<file path="src/rtl/ppdma_pkg.sv">
package ppdma_pkg;

  // Action chosen for the terminal-count status flag in a cycle.
  typedef enum logic [1:0] {
    FLG_HOLD = 2'd0,
    FLG_SET  = 2'd1,
    FLG_CLR  = 2'd2
  } flag_op_e;

endpackage

</file>
<file path="src/rtl/ppdma_sel.sv">
module ppdma_sel #(
  parameter int unsigned NUM_CH = 2,
  parameter int unsigned SEL_W  = 1
) (
  input  logic             clk,
  input  logic             rst_n,
  input  logic             en,
  input  logic             acq_clr,
  input  logic             adv,
  output logic [SEL_W-1:0] sel_q,
  output logic [SEL_W-1:0] sel_nxt
);

  localparam logic [SEL_W-1:0] LAST = SEL_W'(NUM_CH - 1);

  logic sel_load;

  always_comb begin
    sel_nxt = sel_q;
    if (!en || acq_clr) begin
      sel_nxt = '0;
    end else if (adv) begin
      sel_nxt = (sel_q == LAST) ? '0 : sel_q + 1'b1;
    end
    sel_load = (sel_nxt != sel_q);
  end

  always_ff @(posedge clk or negedge rst_n) begin
    if (!rst_n) begin
      sel_q <= '0;
    end else if (sel_load) begin
      sel_q <= sel_nxt;
    end
  end

endmodule

</file>
<file path="src/rtl/ppdma_req_gate.sv">
module ppdma_req_gate (
  input  logic clk,
  input  logic rst_n,
  input  logic en,
  input  logic clr,
  input  logic rdy,
  input  logic chosen,
  input  logic ack,
  output logic req_o,
  output logic xfer_o
);

  logic req_q;
  logic req_d;
  logic req_load;

  // A transfer happens only when this channel requests and is acknowledged.
  assign xfer_o = req_q & ack;

  always_comb begin
    req_d    = en & ~clr & rdy & chosen & ~xfer_o;
    req_load = (req_d != req_q);
  end

  always_ff @(posedge clk or negedge rst_n) begin
    if (!rst_n) begin
      req_q <= 1'b0;
    end else if (req_load) begin
      req_q <= req_d;
    end
  end

  assign req_o = req_q;

endmodule

</file>
<file path="src/rtl/ppdma_tc_flag.sv">
module ppdma_tc_flag
  import ppdma_pkg::*;
(
  input  logic clk,
  input  logic rst_n,
  input  logic hit,
  input  logic clr_tc,
  input  logic clr_all,
  output logic flag_q
);

  flag_op_e op;

  // General clear beats a hit; a hit beats the dedicated clear.
  always_comb begin
    if (clr_all) begin
      op = FLG_CLR;
    end else if (hit) begin
      op = FLG_SET;
    end else if (clr_tc) begin
      op = FLG_CLR;
    end else begin
      op = FLG_HOLD;
    end
  end

  always_ff @(posedge clk or negedge rst_n) begin
    if (!rst_n) begin
      flag_q <= 1'b0;
    end else if (op != FLG_HOLD) begin
      flag_q <= (op == FLG_SET);
    end
  end

endmodule

</file>
<file path="src/rtl/ppdma_steer.sv">
module ppdma_steer #(
  parameter int unsigned NUM_CH = 2,
  localparam int unsigned SEL_W = (NUM_CH > 1) ? $clog2(NUM_CH) : 1
) (
  input  logic              clk,
  input  logic              rst_n,
  input  logic              dma_en,
  input  logic              fifo_rdy,
  input  logic [NUM_CH-1:0] dma_ack,
  input  logic              dma_tc,
  input  logic              tc_clr,
  input  logic              acq_clr,
  output logic [NUM_CH-1:0] dma_req,
  output logic [SEL_W-1:0]  sel,
  output logic              tc_flag
);

  logic [NUM_CH-1:0] xfer_v;
  logic [SEL_W-1:0]  sel_nxt;
  logic              tc_hit;

  // Terminal count only counts during an acknowledged transfer.
  assign tc_hit = (|xfer_v) & dma_tc;

  ppdma_sel #(
    .NUM_CH (NUM_CH),
    .SEL_W  (SEL_W)
  ) u_sel (
    .clk     (clk),
    .rst_n   (rst_n),
    .en      (dma_en),
    .acq_clr (acq_clr),
    .adv     (tc_hit),
    .sel_q   (sel),
    .sel_nxt (sel_nxt)
  );

  for (genvar i = 0; i < NUM_CH; i++) begin : g_chan
    ppdma_req_gate u_gate (
      .clk    (clk),
      .rst_n  (rst_n),
      .en     (dma_en),
      .clr    (acq_clr),
      .rdy    (fifo_rdy),
      .chosen (sel_nxt == SEL_W'(i)),
      .ack    (dma_ack[i]),
      .req_o  (dma_req[i]),
      .xfer_o (xfer_v[i])
    );
  end

  ppdma_tc_flag u_flag (
    .clk     (clk),
    .rst_n   (rst_n),
    .hit     (tc_hit),
    .clr_tc  (tc_clr),
    .clr_all (acq_clr),
    .flag_q  (tc_flag)
  );

endmodule

</file>
<file path="config.mk">
export PLATFORM = sky130hd
export DESIGN_NAME = ppdma_steer
export DESIGN_NICKNAME = d
export VERILOG_FILES = /design/src/rtl/ppdma_pkg.sv /design/src/rtl/ppdma_sel.sv /design/src/rtl/ppdma_req_gate.sv /design/src/rtl/ppdma_tc_flag.sv /design/src/rtl/ppdma_steer.sv
export SDC_FILE = /design/constraint.sdc
export NUM_CORES = 1
export LEC_CHECK = 0
export ABC_AREA = 1
export BUFFER_PORTS_ARGS = -buffer_cell sky130_fd_sc_hd__buf_2
export CAP_MARGIN = 0
export CORE_AREA = 2 2 39 41
export DETAILED_ROUTE_END_ITERATION = 10
export DIE_AREA = 0 0 41 43
export GPL_ROUTABILITY_DRIVEN = 1
export MAX_ROUTING_LAYER = met4
export SYNTH_ARGS = -nofsm -noshare
export SYNTH_HDL_FRONTEND = slang
export SYNTH_SLANG_ARGS = --single-unit
</file>
<file path="constraint.sdc">
create_clock -name clk -period 0.9 [get_ports clk]
set_input_delay 0 -clock clk [delete_from_list [all_inputs] [get_ports clk]]
set_output_delay 0 -clock clk [all_outputs]
set_load 0.005 [all_outputs]
</file>
# == Word-level counts from Yosys, hierarchy flattened ==
# Cells that the tools add are included.
# totals
memories,0
ram_bits,0
rom_bits,0
ff_bits,4
latchBits,0
inputBits,9
# op_classes
n_shift,0
div,0
magnitude_cmp,0
mux,6
n_eq_ne,4
add_sub_neg,1
reduce_logical,4
bitwise,13
mul,0
# ops
op,n
1-bit bitwise AND,9
2-bit 2-to-1 mux,3
1-bit inverter,4
1-bit 2-to-1 mux,3
1-bit != test,3
"2-bit by 1-bit equality test with 1-bit output, second input constant",1
2-bit nonzero test,1
2-bit OR reduction,1
"1-bit adder, second input constant",1
1-bit logical NOT,1
1-bit logical OR,1

# == Logic depth before layout (Yosys ltp) ==
# Gate-level depths: netlist (run 1).
# depth
depth_word,9
depth_mapped,6

# == By module ==
# A second synthesis (run 1) with hierarchy kept.
# unflattened
cells_unflattened,37
hier_area_um2,234.0
# by_module_without_submodules
mod,n_inst,seq_area_each_um2,area_per_inst_um2,cells_each
ppdma_req_gate,2,25.0,57.6,9
ppdma_sel,1,25.0,58.8,10
ppdma_tc_flag,1,25.0,45.0,5
ppdma_steer,1,0.0,15.0,4

# == Worst setup path before layout (run 1) ==
# OpenSTA, ideal clock, no wires.
# synth_path
path_kind,register to register
start,reg g_chan[1].u_gate.req_q
end,reg g_chan[0].u_gate.req_q
setup_time_ns,0.116
path_slack_ns,0.033
required_time_ns,0.784
synth_period_minus_slack_ns,0.867
arrival_time_ns,0.752
path_buffers,0
stages_incl_launch_ff,7
path_cell_list,dfrtp_1 -> nand2_2 -> nand2_4 -> nand3_2 -> nand2_1 -> nor2_2 -> nor2_2
# synth_via
elab_chain_cells,9
# synth_lines
element,line_no,rtl
"start, declared",ppdma_req_gate.sv:13,logic req_q;
"start signal, assigned",ppdma_req_gate.sv:29,req_q <= req_d;
1-bit bitwise AND (*),ppdma_req_gate.sv:18,assign xfer_o = req_q & ack;
2-bit OR reduction (*),ppdma_steer.sv:23,assign tc_hit = (|xfer_v) & dma_tc;
1-bit bitwise AND (*),ppdma_steer.sv:23,
1-bit 2-to-1 mux (*),ppdma_sel.sv:22,end else if (adv) begin
1-bit 2-to-1 mux (*),ppdma_sel.sv:20,if (!en || acq_clr) begin
1-bit inverter (*),ppdma_steer.sv:45,".chosen (sel_nxt == SEL_W'(i)),"
1-bit bitwise AND (*) (2 in a row),ppdma_req_gate.sv:21,req_d = en & ~clr & rdy & chosen & ~xfer_o;
1-bit != test,ppdma_req_gate.sv:22,req_load = (req_d != req_q);
"end signal, assigned",ppdma_req_gate.sv:29,
"end, declared",ppdma_req_gate.sv:13,
# Every way passes the cells marked *; elsewhere a longest branch is shown, timed or not.
# A chain may end at the register's enable or synchronous reset.

# == Worst setup path in the final report (run 1) ==
# Ends and elaborated chain as after synthesis.

==> reports/qor.txt, run 1 <==
Routability cong.: 0.633
Mapped cell area: 236 sq um
Leakage: 0.000179 uW
Final setup fails: 1
Detail Placement HPWL: 401 um
1st-pass router iterations: 2
Hold crit path type: primary input to flip-flop
Antenna diodes: 0
Die H: 43 um
# DRC: 0
Antenna-violating nets left: 0
Area grow syn2layout: 54.0%
Synth warn: 0
Final global-route overflow total: 0
Post-synth top area cell: dfrtp_1
Sw Pwr: 114 uW
Die ar.: 0.00176 sq mm
Cells after Synth: 27
Max clock buf depth: 2
RSZ-0062 raised after global routing: yes
CTS tree: yes
First-pass GRT wire length: 752 um
Core footprint: 0.00138 sq mm
Distinct cell type count after synthesis: 13
Worst EP arrival: 1.06 ns
Req. time, crit path: 1.03 ns
Drt wl/cell: 9.59 um
Tcrit/Tclk final: 104%
Critical path's largest stage delay: 0.38 ns
F_max: 1070 MHz
Initial antenna violation count: 0
Die width: 41 um
Sequential Power Share: 38.9%
CP max stage cell: dfrtp_1
Setup Skew: 0.00171 ns
Leading cell type in the layout, fill and taps excluded: buf_2
Clock network power share: 48.6%
Worst-Skew Late Latency: 0.24 ns
Total internal power: 363 uW
DP Area: 302 sq um
Failing checks: setup timing
Post-synth net total: 36
Post CTS Setup Buffer Count: 0
Slew Limit Headroom: 82.7%
Min Tclk post-route: 0.935 ns
Pwr dens: 1310 mW/mm^2
Slew Viols, Final: 0
Crit Path Max Fanout: 3
Vias in the first global route: 217
Row Count: 14
Setup crit end kind: flip-flop
# IOs: 13
Cell family with the largest share of critical-path delay: simple AND/OR/NAND/NOR gates
Sequential area share after synthesis: 42.3%
CP most frequent cell: nand2_4
Post-route cell area: 364 sq um
Max-Cap Viols: 0
Post-synth top area share: 42.3%
Status: finished with violations
Via Count: 222
CP bufs+invs: 0
Final worst slack: -0.0347 ns
Sw Share: 24.0%
#FFs+latches synth: 4
Ranking of synthesized cells by area: dfrtp_1 (42%), nand2_1 (7.9%), nand2_2 (7.9%)
Fin util: 26.3%
Most frequent cells in the layout: buf_2 (12), nand2_1 (4), dfrtp_1 (4)
Pwr Total: 478 uW
VDD IR max: 0.000396 V
Vias per cell: 3.83
Total Routing Usage GR: 7.82%
Comb pwr share: 12.5%
Initial core utilization: 17.1%
H-tree depth: 1
CTS Sinks: 4
Largest net degree at the start of global routing: 5
Final net count: 53
Port Buf Inserts: 12
Root buffer cell: clkbuf_4
Final wirelength: 556 um
Synthesized area per cell: 8.76 sq um
Worst setup SP type: flip-flop
Worst-Margin Slew: 0.258 ns
Worst path cell trace: nand2_2, nand2_4, nand3_4, nand2_4, nor2_4, nor2_2
Fraction of layout cells with a size suffix above 1: 59.5%
Initial drt markers: 5
Setup CP Type: flip-flop to flip-flop
Total CTS buffers: 3
Final hold viol count: 0
Clock Pin Slew Worst Setup and Hold Paths: 0.04 ns
## kinds of logic after synthesis
kind of cell / synth area share, %
AND/OR/NAND/NOR: 40.7
buffers and inverters: 11.1
flip-flops: 42.3
AO/OA/AOI/OAI: 5.82
## per-stage QoR
step,setup WS (ns),cells,setup TNS [ns],hold slack (ns)
after floorplan,0.0326,27,0,-0.296
after global placement,-0.0134,53,-0.0134,-0.191
after detailed placement,-0.0223,53,-0.0223,-0.188
after CTS,-0.0304,57,-0.0304,-0.0412
after global routing,-0.0797,58,-0.107,0.0417
final,-0.0347,58,-0.0347,0.0149
## final cells by class
type,count,area [sq um]
fillers,160,1020
multi-input cells,18,130
flip-flops and latches,4,100
repair buffers,14,80.1
clock buffers,3,22.5
well taps,16,20.0
inverters,3,11.3
## worst register-to-register path: stages (launching register included)
cell,delay (ns)
dfrtp_1,0.38
nand2_2,0.10
nand2_4,0.07
nand3_4,0.08
nand2_4,0.05
nor2_4,0.12
nor2_2,0.04
## flip-flops by register name (all words and copies together) (netlist names)
signal	count
g_chan.u_gate.req_o	2
u_flag.flag_q	1
u_sel.sel_q	1
## path summary, 6_finish.rpt
| kind | start | endpoint | slack, ns | cells past startpoint |
|---|---|---|---|---|
| min | tc_clr | u_flag.flag_q | 0.01 | 4 |
| max reg2reg | g_chan[1].u_gate.req_o | g_chan[0].u_gate.req_o | -0.03 | 6 |
| min reg2reg | u_flag.flag_q | u_flag.flag_q | 0.54 | 2 |
| max in group asynchronous | rst_n | g_chan[0].u_gate.req_o | 0.67 | 2 |
| max | g_chan[1].u_gate.req_o | g_chan[0].u_gate.req_o | -0.03 | 6 |
| min in group asynchronous | rst_n | g_chan[1].u_gate.req_o | 0.11 | 2 |
## what timing repair did
item                       in CTS  in global routing
gates resized for setup         0                  4
pin swaps                       0                  3
setup endpoints to repair       1                  2
hold buffers                    1                  1
hold endpoints to repair        5                  1
## power by group through the flow
stage                     Combinational (uW)  Sequential (uW)  Clock [uW]
after floorplan                         20.1              188           0
after global placement                  46.2              188           0
after detailed placement                47.2              188           0
after CTS                               50.8              185         243
after global routing                    66.0              186         257
final                                   59.6              186         232
## cell usage after synthesis (all sizes together)
cell and count:
nand2 9, dfrtp 4, nor2 4, inv 3
a21oi 2, buf 2, nand3 2, nor3b 1
## layer usage
layer | vias up | GRT usage (%) | routed length [um]
met2 | 10 | 10.0 | 305
met5 | - | - | 0
met3 | 2 | 4.71 | 47
met4 | 0 | 10.0 | 10
li1 | 111 | - | -
met1 | 99 | 6.43 | 191
Note: power is estimated with default switching activity, not from simulation.
==> inputs of run 2 (changes only) <==
--- a/config.mk
+++ b/config.mk
@@ -13,6 +13,7 @@
 export DIE_AREA = 0 0 41 43
 export GPL_ROUTABILITY_DRIVEN = 1
 export MAX_ROUTING_LAYER = met4
+export PLACE_DENSITY = 0.4
 export SYNTH_ARGS = -nofsm -noshare
 export SYNTH_HDL_FRONTEND = slang
 export SYNTH_SLANG_ARGS = --single-unit
==> run 2 against run 1 <==
  * The flow still finishes with violations (setup timing)
  * Count of clock-buffer cells in the layout did not move
  * Sequential cell count unchanged
  * Global-route usage decreased by 0.50 points
  * Fmax increased by 0.67%
  * First-iteration DRC count shrank 60%
  * Utilization is 0.54 points higher
  * Sequential share of layout area decreased by 0.56 points
  * Non-clock buffer count increased by 1
  * Critical path type unchanged
  * Highest routed layer is now met3
==> reports/qor.txt, run 2 (same netlist as run 1, synthesis figures left out) <==
Failing checks: setup timing
Number of flip-flops in the largest register: 2
Antenna-violating nets left: 0
Post CTS Setup Buffer Count: 0
Total internal power: 362 uW
Most frequent cells in the layout: buf_2 (12), nand2_1 (4), dfrtp_1 (4)
Final hold viol count: 0
Slew Limit Headroom: 83.0%
Leading cell type in the layout, fill and taps excluded: buf_2
F_max: 1080 MHz
Final worst slack: -0.0285 ns
RSZ-0062 raised after global routing: yes
H-tree depth: 1
Pwr dens: 1220 mW/mm^2
Setup TNS: -0.0285 ns
Initial core utilization: 17.1%
Largest net degree at the start of global routing: 5
Port Buf Inserts: 12
CTS Sinks: 4
Hold Slack: 0.0257 ns
Worst EP arrival: 1.05 ns
Detail Placement HPWL: 376 um
Root buffer cell: clkbuf_4
Row Count: 14
# IOs: 13
Sw Pwr: 91.8 uW
Antenna diodes: 0
Final net count: 54
Comb pwr share: 13.0%
Max-Cap Viols: 0
Final global-route overflow total: 0
Worst-Margin Slew: 0.255 ns
DP Area: 309 sq um
Hold crit path type: primary input to flip-flop
Status: finished with violations
Leakage: 0.000183 uW
Via Count: 221
Core footprint: 0.00138 sq mm
Tcrit/Tclk final: 103%
Final wirelength: 500 um
Drt wl/cell: 8.47 um
# DRC: 0
Setup CP Type: flip-flop to flip-flop
First-pass GRT wire length: 759 um
Crit Path Max Fanout: 3
Routability cong.: 0.682
Clock network power share: 46.0%
Min Tclk post-route: 0.929 ns
Vias in the first global route: 202
VDD IR max: 0.000247 V
Slew Viols, Final: 0
Area grow syn2layout: 57.1%
Fraction of layout cells with a size suffix above 1: 60.5%
Fill count: 152
Initial antenna violation count: 0
Total Routing Usage GR: 7.32%
Req. time, crit path: 1.02 ns
Die width: 41 um
Initial drt markers: 2
Die H: 43 um
Total CTS buffers: 3
Post-route cell area: 372 sq um
1st-pass router iterations: 4
Die ar.: 0.00176 sq mm
Worst setup SP type: flip-flop
Sw Share: 20.2%
Worst-Skew Late Latency: 0.23 ns
Final setup fails: 1
CTS tree: yes
Setup crit end kind: flip-flop
Max clock buf depth: 2
Setup Skew: 0.000956 ns
Clock Pin Slew Worst Setup and Hold Paths: 0.03 ns
Vias per cell: 3.75
Sequential Power Share: 40.9%
-- run 2: power by group through the flow --
| stage | Clock [uW] | Combinational (uW) | Sequential, uW |
|---|---|---|---|
| floorplan | 0 | 20.1 | 188 |
| global placement | 0 | 46.7 | 188 |
| detailed placement | 0 | 46.7 | 188 |
| CTS | 220 | 55.7 | 186 |
| global route | 239 | 66.4 | 186 |
| finish | 209 | 59.1 | 186 |
-- run 2: cell type report --
cell class / count / area, sq um / area share, %
Sequential cell: 4 / 100 / 26.9
Inverter: 3 / 11.3 / 3.03
Multi-Input combinational cell: 18 / 130 / 35.0
Timing Repair Buffer: 15 / 87.6 / 23.6
Tap cell: 16 / 20.0 / 5.39
Clock buffer: 3 / 22.5 / 6.06
-- run 2: path summary, 6_finish.rpt --
path | startpoint | to | slack (ns) | cells after the start
min in group asynchronous | rst_n | u_sel.sel_q | 0.10 | 2
setup reg to reg | g_chan[0].u_gate.req_o | g_chan[0].u_gate.req_o | -0.03 | 6
max in group asynchronous | rst_n | u_flag.flag_q | 0.68 | 2
setup / recovery | g_chan[0].u_gate.req_o | g_chan[0].u_gate.req_o | -0.03 | 6
hold reg to reg | u_flag.flag_q | u_flag.flag_q | 0.53 | 2
hold / removal | tc_clr | u_flag.flag_q | 0.03 | 4
-- run 2: what timing repair did --
action                                 in CTS  in global routing
endpoints found under the hold margin       5                  0
setup endpoints to repair                   1                  3
pin swaps                                   0                  3
gates resized for setup                     2                  2
hold buffers                                2                  0
gates cloned                                0                  0
-- run 2: critical path, stage by stage (launching register included) --
cell and delay (ns):
dfrtp_1 0.37, nand2_2 0.09, nand2_4 0.08, nand3_4 0.07
nand2_4 0.06, nor2_4 0.11, nor2_2 0.03
-- run 2: metrics by stage --
| step | total power (uW) | cells | setup slack, ns | utilization, % |
|---|---|---|---|---|
| floorplan | 208 | 27 | 0.0326 | - |
| global placement | 234 | 54 | -0.0242 | 22.3 |
| detailed placement | 234 | 54 | -0.0242 | 22.3 |
| CTS | 462 | 59 | -0.00992 | 25.9 |
| global route | 491 | 59 | -0.104 | 26.9 |
| finish | 454 | 59 | -0.0285 | 26.9 |
-- run 2: per-layer routing --
metal  vias up  track usage, %  routed length, um
met5         -               -                  0
met4         0            10.0                  0
met3         0            1.57                 35
met2         9            9.06                280
met1        99            7.77                184
li1        113               -                  -
==> inputs of run 3 (changes only) <==
--- a/config.mk
+++ b/config.mk
@@ -5,7 +5,6 @@
 export SDC_FILE = /design/constraint.sdc
 export NUM_CORES = 1
 export LEC_CHECK = 0
-export ABC_AREA = 1
 export BUFFER_PORTS_ARGS = -buffer_cell sky130_fd_sc_hd__buf_2
 export CAP_MARGIN = 0
 export CORE_AREA = 2 2 39 41
@@ -13,7 +12,7 @@
 export DIE_AREA = 0 0 41 43
 export GPL_ROUTABILITY_DRIVEN = 1
 export MAX_ROUTING_LAYER = met4
-export PLACE_DENSITY = 0.4
+export PLACE_DENSITY = 0.39
 export SYNTH_ARGS = -nofsm -noshare
 export SYNTH_HDL_FRONTEND = slang
 export SYNTH_SLANG_ARGS = --single-unit
==> run 3 against run 2 <==
  * The flow still finishes with violations (setup timing)
  * Critical path depth is 3 lower
  * Die area unchanged
  * Via count is 3.6% higher
  * Count of clock-buffer cells in the layout did not move
  * Wire length up 13%
  * Worst setup slack worse by 0.11 ns
==> reports/qor.txt, run 3 <==
Clock Pin Slew Worst Setup and Hold Paths: 0.04 ns
Vias per cell: 4.02
Max clock buf depth: 2
Post-synth top area share: 44.7%
Worst path cell trace: a22o_1, a21oi_1, and4b_1
Initial drt markers: 2
Area grow syn2layout: 64.2%
Slew Viols, Final: 0
Status: finished with violations
Initial antenna violation count: 0
Leakage: 0.000197 uW
Met1 GRT Util: 9.68%
RSZ-0062 raised after global routing: yes
Hold Slack: 0.0516 ns
Placement Setup Slack: -0.149 ns
Busiest grt layer: met2
F_max: 961 MHz
Most frequent cells after synthesis: dfrtp_1 (4), nand2_1 (3), nand3_1 (3)
H-tree depth: 1
GR Util met3: 4.71%
Slew Limit Headroom: 91.7%
# IOs: 13
CTS tree: yes
Worst-Skew Late Latency: 0.23 ns
Via Count: 229
Setup CP Type: flip-flop to flip-flop
Setup crit end kind: flip-flop
Ranking of synthesized cells by area: dfrtp_1 (45%), mux2i_1 (8.9%), nand3_1 (6.7%)
Port Buf Inserts: 12
Mapped cell area: 224 sq um
Post-synth net total: 32
VDD IR max: 0.000376 V
Largest net degree at the start of global routing: 5
Most frequent cells in the layout: buf_2 (12), dfrtp_1 (4), nand3_1 (3), clkbuf_4 (3)
Req. time, crit path: 1.02 ns
Setup Skew: 0.00220 ns
Total CTS buffers: 3
Antenna-violating nets left: 0
Final hold viol count: 0
Row Count: 14
Final global-route overflow total: 0
Synthesized area per cell: 9.74 sq um
Final setup fails: 4
Sequential area share after synthesis: 44.7%
Post-synth EDFFs: 0
Setup TNS: -0.433 ns
Detail Placement HPWL: 409 um
Min Tclk post-route: 1.04 ns
Critical path's largest stage delay: 0.37 ns
CP max stage cell: dfrtp_1
Main synth FF type: dfrtp_1
1st-pass router iterations: 2
Worst-Margin Slew: 0.122 ns
Die H: 43 um
Fin util: 26.6%
Synth async-reset ratio: 100%
Initial core utilization: 16.2%
Drt wl/cell: 9.89 um
Final wirelength: 564 um
Crit Path Max Fanout: 3
Die width: 41 um
#FFs+latches synth: 4
Post-synth top area cell: dfrtp_1
Max-Cap Viols: 0
Synth warn: 0
# DRC: 0
Antenna diodes: 0
Fraction of layout cells with a size suffix above 1: 48.8%
Hold crit path type: primary input to flip-flop
Leading cell type in the layout, fill and taps excluded: buf_2
Number of flip-flops in the largest register: 2
Total Routing Usage GR: 8.65%
Worst setup SP type: flip-flop
Worst EP arrival: 1.16 ns
CTS Sinks: 4
Tcrit/Tclk final: 116%
Failing checks: setup timing
Routability cong.: 0.694
Final net count: 52
Met2 usage: 10.3%
Cells after Synth: 23
Root buffer cell: clkbuf_4
Core footprint: 0.00138 sq mm
First-pass GRT wire length: 917 um
Most common cell in the synthesized netlist: dfrtp_1
Final worst slack: -0.141 ns
Die ar.: 0.00176 sq mm
Pwr dens: 1260 mW/mm^2
Distinct cell type count after synthesis: 12
Pwr Total: 462 uW
Vias in the first global route: 234
-- run 3: worst paths after layout --
kind / startpoint / endpoint / slack (ns) / cells after the start
setup / recovery: g_chan[1].u_gate.req_o / g_chan[0].u_gate.req_o / -0.14 / 3
hold / removal: dma_en / u_sel.sel_q / 0.05 / 3
setup reg to reg: g_chan[1].u_gate.req_o / g_chan[0].u_gate.req_o / -0.14 / 3
hold reg to reg: u_flag.flag_q / u_flag.flag_q / 0.55 / 2
max in group asynchronous: rst_n / g_chan[1].u_gate.req_o / 0.67 / 2
min in group asynchronous: rst_n / g_chan[0].u_gate.req_o / 0.11 / 2
-- run 3: layout make-up --
class,count,area (sq um)
fillers,159,1020
multi-input cells,16,111
repair buffers,17,110
flip-flops and latches,4,100
clock buffers,3,22.5
well taps,16,20.0
inverters,1,3.75
-- run 3: kinds of logic (layout without fill, tap and decap cells) --
| family | count (synthesis) | count (layout) | synth area share (%) |
|---|---|---|---|
| compound gates | 3 | 3 | 8.38 |
| buf+inv | 3 | 21 | 8.38 |
| flops | 4 | 4 | 44.7 |
| mux | 2 | 2 | 8.94 |
| simple gates | 11 | 11 | 29.6 |
-- run 3: metal layers --
layer,vias up,routed length (um)
met2,10,232
met4,0,0
li1,120,-
met5,-,0
met3,0,54
met1,99,277
-- run 3: worst max-delay path: cells and delay by family (launching register included) --
family	cells	cell delay (ns)
flops	1	0.37
compound gates	2	0.37
simple gates	1	0.19
-- run 3: through the flow --
stage / instance area, sq um / std cells
detailed placement: 304 / 51
floorplan: 224 / 23
global route: 368 / 57
finish: 368 / 57
global placement: 304 / 51
CTS: 353 / 56
-- run 3: power breakdown --
part / total [uW] / internal, uW / switching [uW]
combinational: 52.9 / 31.0 / 21.9
clock: 224 / 149 / 74.3
sequential: 186 / 184 / 1.99
total: 462 / 364 / 98.2
-- run 3: timing repair --
item                                    CTS  global route
gates resized for setup                   2             2
endpoints found under the hold margin     5             0
endpoints found under the setup margin    4             5
hold buffers                              2             0
pin swaps                                 3             0
buffers inserted                          0             1
